## src/rtl/ss_pkg.sv

```systemverilog
package ss_pkg;
  typedef enum logic [1:0] {
    ST_IDLE  = 2'd0,
    ST_READ  = 2'd1,
    ST_WRITE = 2'd2,
    ST_RESP  = 2'd3
  } ss_state_t;
endpackage

```

## src/rtl/ss_array.sv

```systemverilog
module ss_array #(
  parameter int IDX_W  = 5,
  parameter int TAG_W  = 13,
  parameter int DATA_W = 48
) (
  input  logic              clk,
  input  logic              rst_n,
  input  logic              flush,
  input  logic [IDX_W-1:0]  rd_idx,
  output logic              rd_valid,
  output logic [TAG_W-1:0]  rd_tag,
  output logic [DATA_W-1:0] rd_data,
  output logic              rd_par,
  input  logic              wr_en,
  input  logic [IDX_W-1:0]  wr_idx,
  input  logic [TAG_W-1:0]  wr_tag,
  input  logic [DATA_W-1:0] wr_data,
  input  logic              wr_par,
  input  logic              inv_en,
  input  logic [IDX_W-1:0]  inv_idx
);
  localparam int ENTRIES = 1 << IDX_W;

  logic [ENTRIES-1:0] valid;
  logic [TAG_W-1:0]   tag_mem  [ENTRIES];
  logic [DATA_W-1:0]  data_mem [ENTRIES];
  logic               par_mem  [ENTRIES];

  // Valid bits: flush beats a fill, and a fill beats an invalidate.
  for (genvar e = 0; e < ENTRIES; e++) begin : g_valid
    always_ff @(posedge clk) begin
      if (!rst_n || flush)                          valid[e] <= 1'b0;
      else if (wr_en && wr_idx == IDX_W'(e))        valid[e] <= 1'b1;
      else if (inv_en && inv_idx == IDX_W'(e))      valid[e] <= 1'b0;
    end
  end

  always_ff @(posedge clk) begin
    if (wr_en) begin
      tag_mem[wr_idx]  <= wr_tag;
      data_mem[wr_idx] <= wr_data;
      par_mem[wr_idx]  <= wr_par;
    end
  end

  assign rd_valid = valid[rd_idx];
  assign rd_tag   = tag_mem[rd_idx];
  assign rd_data  = data_mem[rd_idx];
  assign rd_par   = par_mem[rd_idx];
endmodule

```

## src/rtl/ss_ctrl.sv

```systemverilog
module ss_ctrl
  import ss_pkg::*;
(
  input  logic clk,
  input  logic rst_n,
  input  logic fetch_req,
  input  logic store_req,
  input  logic look_hit,
  input  logic look_fault,
  input  logic mem_ack,
  output logic st_idle,
  output logic take_fetch,
  output logic take_store,
  output logic mem_req,
  output logic mem_we,
  output logic rsp_fetch,
  output logic rsp_store,
  output logic fault_pulse
);
  ss_state_t state, state_nx;
  logic      op_store;

  assign st_idle    = (state == ST_IDLE);
  assign take_fetch = st_idle && fetch_req;
  assign take_store = st_idle && !fetch_req && store_req;
  assign mem_req    = (state == ST_READ) || (state == ST_WRITE);
  assign mem_we     = (state == ST_WRITE);
  assign rsp_fetch  = (state == ST_RESP) && !op_store;
  assign rsp_store  = (state == ST_RESP) && op_store;

  always_comb begin
    state_nx = state;
    unique case (state)
      ST_IDLE: begin
        if (take_fetch)      state_nx = look_hit ? ST_RESP : ST_READ;
        else if (take_store) state_nx = ST_WRITE;
      end
      ST_READ:  if (mem_ack) state_nx = ST_RESP;
      ST_WRITE: if (mem_ack) state_nx = ST_RESP;
      ST_RESP:  state_nx = ST_IDLE;
      default:  state_nx = ST_IDLE;
    endcase
  end

  always_ff @(posedge clk) begin
    if (!rst_n) begin
      state       <= ST_IDLE;
      op_store    <= 1'b0;
      fault_pulse <= 1'b0;
    end else begin
      state       <= state_nx;
      fault_pulse <= take_fetch && look_fault;
      if (take_fetch || take_store) op_store <= take_store;
    end
  end
endmodule

```

## src/rtl/ifetch_slave_store.sv

```systemverilog
module ifetch_slave_store #(
  parameter int ADDR_W = 18,
  parameter int IDX_W  = 5,
  parameter int DATA_W = 48
) (
  input  logic              clk,
  input  logic              rst_n,
  input  logic              flush,
  input  logic              fetch_req,
  input  logic [ADDR_W-1:0] fetch_addr,
  output logic              fetch_done,
  output logic [DATA_W-1:0] fetch_data,
  output logic              fetch_hit,
  input  logic              store_req,
  input  logic [ADDR_W-1:0] store_addr,
  input  logic [DATA_W-1:0] store_data,
  output logic              store_done,
  output logic              mem_req,
  output logic              mem_we,
  output logic [ADDR_W-1:0] mem_addr,
  output logic [DATA_W-1:0] mem_wdata,
  input  logic              mem_ack,
  input  logic [DATA_W-1:0] mem_rdata,
  input  logic              mem_rpar,
  output logic              parity_fault
);
  localparam int TAG_W = ADDR_W - IDX_W;

  function automatic logic [IDX_W-1:0] idx_of(input logic [ADDR_W-1:0] a);
    return a[IDX_W-1:0];
  endfunction

  function automatic logic [TAG_W-1:0] tag_of(input logic [ADDR_W-1:0] a);
    return a[ADDR_W-1:IDX_W];
  endfunction

  function automatic logic par_of(input logic [DATA_W-1:0] w);
    return ^w;
  endfunction

  logic              st_idle, take_fetch, take_store, rsp_fetch, rsp_store;
  logic              look_hit, look_fault, tag_match, par_ok;
  logic [ADDR_W-1:0] op_addr, look_addr;
  logic [DATA_W-1:0] op_data, rsp_data;
  logic              hit_q;
  logic              rd_valid, rd_par;
  logic [TAG_W-1:0]  rd_tag;
  logic [DATA_W-1:0] rd_data;
  logic              fill_evt, update_evt, wr_en;
  logic [DATA_W-1:0] wr_data;
  logic              wr_par;

  // Idle: look up the incoming request. Busy: look up the latched op.
  assign look_addr  = !st_idle ? op_addr : (fetch_req ? fetch_addr : store_addr);
  assign tag_match  = rd_valid && (rd_tag == tag_of(look_addr));
  assign par_ok     = (par_of(rd_data) == rd_par);
  assign look_hit   = tag_match && par_ok;
  assign look_fault = tag_match && !par_ok;

  assign fill_evt   = mem_req && !mem_we && mem_ack;
  assign update_evt = mem_req && mem_we && mem_ack && tag_match;
  assign wr_en      = fill_evt || update_evt;
  assign wr_data    = fill_evt ? mem_rdata : op_data;
  assign wr_par     = fill_evt ? mem_rpar : par_of(op_data);

  ss_ctrl u_ctrl (
    .clk         (clk),
    .rst_n       (rst_n),
    .fetch_req   (fetch_req),
    .store_req   (store_req),
    .look_hit    (look_hit),
    .look_fault  (look_fault),
    .mem_ack     (mem_ack),
    .st_idle     (st_idle),
    .take_fetch  (take_fetch),
    .take_store  (take_store),
    .mem_req     (mem_req),
    .mem_we      (mem_we),
    .rsp_fetch   (rsp_fetch),
    .rsp_store   (rsp_store),
    .fault_pulse (parity_fault)
  );

  ss_array #(.IDX_W(IDX_W), .TAG_W(TAG_W), .DATA_W(DATA_W)) u_array (
    .clk      (clk),
    .rst_n    (rst_n),
    .flush    (flush),
    .rd_idx   (idx_of(look_addr)),
    .rd_valid (rd_valid),
    .rd_tag   (rd_tag),
    .rd_data  (rd_data),
    .rd_par   (rd_par),
    .wr_en    (wr_en),
    .wr_idx   (idx_of(op_addr)),
    .wr_tag   (tag_of(op_addr)),
    .wr_data  (wr_data),
    .wr_par   (wr_par),
    .inv_en   (take_fetch && look_fault),
    .inv_idx  (idx_of(look_addr))
  );

  always_ff @(posedge clk) begin
    if (!rst_n) begin
      op_addr  <= '0;
      op_data  <= '0;
      rsp_data <= '0;
      hit_q    <= 1'b0;
    end else begin
      if (take_fetch) begin
        op_addr <= fetch_addr;
        hit_q   <= look_hit;
        if (look_hit) rsp_data <= rd_data;
      end else if (take_store) begin
        op_addr <= store_addr;
        op_data <= store_data;
      end
      if (fill_evt) rsp_data <= mem_rdata;
    end
  end

  assign fetch_done = rsp_fetch;
  assign fetch_data = rsp_data;
  assign fetch_hit  = rsp_fetch && hit_q;
  assign store_done = rsp_store;
  assign mem_addr   = op_addr;
  assign mem_wdata  = op_data;
endmodule

```

## config.mk

```make
export PLATFORM = sky130hd
export DESIGN_NAME = ifetch_slave_store
export DESIGN_NICKNAME = d
export VERILOG_FILES = /design/src/rtl/ss_pkg.sv /design/src/rtl/ss_array.sv /design/src/rtl/ss_ctrl.sv /design/src/rtl/ifetch_slave_store.sv
export SDC_FILE = /design/constraint.sdc
export NUM_CORES = 2
export LEC_CHECK = 0
export BUFFER_PORTS_ARGS = -buffer_cell sky130_fd_sc_hd__buf_2
export CAP_MARGIN = 20
export CORE_MARGIN = 4
export CORE_UTILIZATION = 56
export CTS_CLUSTER_DIAMETER = 150
export DETAILED_ROUTE_END_ITERATION = 10
export PLACE_DENSITY = 0.76
export SLEW_MARGIN = 0
export SYNTH_ARGS = -nofsm -noshare
export SYNTH_HDL_FRONTEND = slang
export SYNTH_SLANG_ARGS = --single-unit
export TNS_END_PERCENT = 10
```

## constraint.sdc

```tcl
create_clock -name clk -period 7.3 [get_ports clk]
set_input_delay 1.46 -clock clk [delete_from_list [all_inputs] [get_ports clk]]
set_output_delay 1.46 -clock clk [all_outputs]
set_load 0.02 [all_outputs]
```

==> impl_results.md <==
* Status: completed
* RePlAce Congestion at ~1.0
* Pwr Density at around 480 mW/mm²
* # placed instances at 8146
* Die H at between 400 and 500 µm
* Clk root buf: clkbuf_16
* Worst slack, placed at -0.114 ns
* CTS Hold Bufs at 0
* Top FF cell, synth: edfxtp_1
* Max_slew headroom at 0.119
* Power Total at roughly 0.049 W
* Routed vias at ~57000
* Total CTS buffers at a little over 200
* Top cells by area, synth: edfxtp_1 69%, mux2i_1 6.5%, nand2_1 4.5%, dfxtp_1 3.5%, mux4_2 2.6%
* P_leak at roughly 36 nW
* WL final at approximately 280000 µm
* Clock sinks at between 2000 and 2500
* Async S/R FF share, synth at 0
* Setup crit start kind: flop
* Die Area at 0.161 mm²
* Final Hold Viols at 0
* CP endpoint kind: flop
* Post-DRT Antenna Nets at 0
* Post-synth top cells: 1984 x edfxtp_1, 1051 x nand2_1, 563 x mux2i_1
* Clock Power Share at 0.227
* CP max FO at 59
* CP required at 7.99 ns
* Area growth syn-to-layout at 17.0%
* Cell Rows at approximately 140
* Post-synth net total at just under 6000
* Clock tree buffer depth at 3
* Ys Warns at 0
* Yosys cell types at approximately 80
* Clk slew on worst S/H paths at approximately 0.06 ns
* Post-Syn Area per Cell at 15.0 µm²
* Max-capacitance violation count at 0
* Grt ovf at 0
* CP arrival at 7.89 ns
* Power Internal at between 0.02 and 0.03 W
* IO Pins at 259
* Bufs and invs on worst path at 6
* Setup CP Type: flop to flop
* Mapped Area at about 0.087 mm²
* Fillers at 10000
* Antenna violations before repair at 14
* Worst Tran Pin Value at between 1 and 1.5 ns
* Post-synth EDFFs at a little under 2000
* # DRC at 0
* Register Area at 0.0626 mm²
* Yosys top cell by area: edfxtp_1
* Top cell type's share of synthesized area at 0.687
* Final worst slack at 0.0995 ns
* Vias in the first global route at 55100
* Crit-path cells: inv_1, ha_4, nor2_2, a21oi_4, buf_12, buf_12, mux2i_1, mux2i_1, a22oi_1, nand3_1, nor2_1, xnor3_1, xnor2_1, xnor2_1, buf_4, xnor3_1, a21o_4, buf_4, buf_4, o211a_1
* Type of the tightest min-delay check: flop to flop
* Most frequent cell after synthesis: edfxtp_1
* Top Family by Delay on Critical Path: XOR/XNOR gates
* Switching Share at 0.401
* RSZ-0062 raised after global routing: false
* Seq cells post-synth at 2135
* Max-slew violation count at 0
* Final setup fails at 0
* Post-CTS resize count at 0
* First-pass GRT wire length at 396000 µm
* Final Cycle Share at 0.986
* Minimum clock period at between 7 and 8 ns
* CP max stage delay at 0.83 ns
* Most common cell on crit path: buf_4
* Worst skew pair latency at between 0.8 and 0.9 ns
* Port bufs at approximately 260
* Sequential fraction of the synthesis area at 0.722
* Drt wl/cell at between 30 and 40 µm
* Largest net degree at the start of global routing at between 80 and 90
* First-pass iteration count of the detailed router at 7
* Via/cell ratio at approximately 6.7
* Nets at 6473
* GRT Total Usage at 0.341
* Sequential share of power at 0.302
* Fmax at 0.139 GHz
* Share of layout cells above drive strength 1 at 0.183
* DR iter-0 viols at around 9900
* Fin cells at 8555
* Multi-input gate area at 0.0219 mm²
* Core Box Area at ~0.15 mm²
* Clock Skew at roughly 0.07 ns
* Setup tns final at 0 ns
* NetSw at 0.0195 W
* Peak VDD IR at between 0.001 and 0.0015 V
* CTS tree: yes
* Post-CTS Setup Bufs at 0
* Die width at roughly 400 µm
* Worst path slowest cell: nor2_1
* Combinational power share at 0.471
* Final HPWL DP at ~180000 µm
* Initial core utilization at 0.563
* Final hold slack at 0.466 ns
* Syn Inst Count at about 5800
* Htree depth at 4
-- layer usage --
| metal | part of all wire | track usage | up-vias | routed length, µm |
|---|---|---|---|---|
| li1 | - | - | 23300 | - |
| met1 | 0.34 | 0.452 | 28300 | 97200 |
| met2 | 0.44 | 0.504 | 4919 | 124000 |
| met3 | 0.16 | 0.123 | 859 | 45000 |
| met4 | 0.054 | 0.163 | 10 | 15400 |
| met5 | 0.00023 | 0 | - | 65 |
-- power groups by stage --
stage	logic (W)	clock network (W)	registers [W]
floorplan	0.0132	0	0.0151
global placement	0.0215	0	0.0150
detailed placement	0.0220	0	0.0150
CTS	0.0221	0.0110	0.0147
global route	0.0237	0.0116	0.0147
finish	0.0230	0.0110	0.0147
-- worst min-delay path, stage by stage, from the launching register on --
cell     delay (ns)
dfxtp_1        0.31
o41ai_1        0.05
a21oi_1        0.06
-- registers in the layout (all words and copies together), names as in the netlist, 2 cells and up --
register,cells
fetch_data,48
mem_addr,18
mem_wdata,48
u_array.data_mem,1536
u_array.par_mem,32
u_array.tag_mem,416
u_array.valid,32
u_ctrl.state,2
-- cell families (layout without fill, tap and decap cells) --
logic type               count (synthesis)  count (layout)  share of synthesized area
flip-flops                            2135            2135                      0.722
AND/OR/NAND/NOR                       1606            1606                     0.0785
AO/OA/AOI/OAI                          860             860                     0.0669
multiplexers                           673             673                     0.0922
buffers and inverters                  428            1128                     0.0290
XOR/XNOR                                95              95                     0.0110
adder cells (fa/ha/maj)                  5               5                   0.000721
other                                    0               9                          0
-- cells in the final DEF (no fill, tap or decap), types with 10 or more instances in the layout --
master     count
buf_16        32
nor2_4        11
mux4_2        99
clkbuf_16    209
edfxtp_1    1984
buf_4        242
o211a_1       27
inv_4         25
a211oi_1      99
clkbuf_1      37
buf_12       159
nand3_1      304
a22oi_1      118
o22ai_1       41
o41ai_1       12
clkinv_2      39
a221oi_1      15
a32o_1        14
nor4_1        16
a31oi_1       16
a311oi_1      10
inv_1         29
nand4_1       27
clkinv_1      35
a21oi_1      287
o31ai_1       20
buf_2        258
bufinv_16     27
dfxtp_1      151
xor2_1        14
a2111oi_0     22
mux2i_1      563
nor2_1        99
and3_1        27
xnor2_1       71
o21ai_0       61
o211ai_1      39
nor3_1        19
nand2_1     1050
-- final timing paths --
check / startpoint / end / slack, ns / cells after the start
worst max-delay path: u_ctrl.state[0] / fetch_data[37] / 0.1 / 20
worst min-delay path: u_array.valid[18] / u_array.valid[18] / 0.47 / 2
worst max register to register: u_ctrl.state[0] / fetch_data[37] / 0.1 / 20
worst min register to register: u_array.valid[18] / u_array.valid[18] / 0.47 / 2
-- through the flow --
step           utilization  cell area (µm²)
4_1_cts              0.655           101000
2_1_floorplan            -            86800
3_3_place_gp         0.607            93600
5_1_grt              0.659           101000
6_report             0.659           101000
3_5_place_dp         0.610            93900
-- area by class of cell --
type                    count  area share
flip-flops and latches   2135       0.617
multi-input cells        3239       0.215
repair buffers            694      0.0711
clock buffers             254      0.0540
well taps                2044      0.0252
clock inverters           124      0.0146
inverters                  56     0.00269
diodes                      9    0.000222
Note: power is estimated with default switching activity, not from simulation.
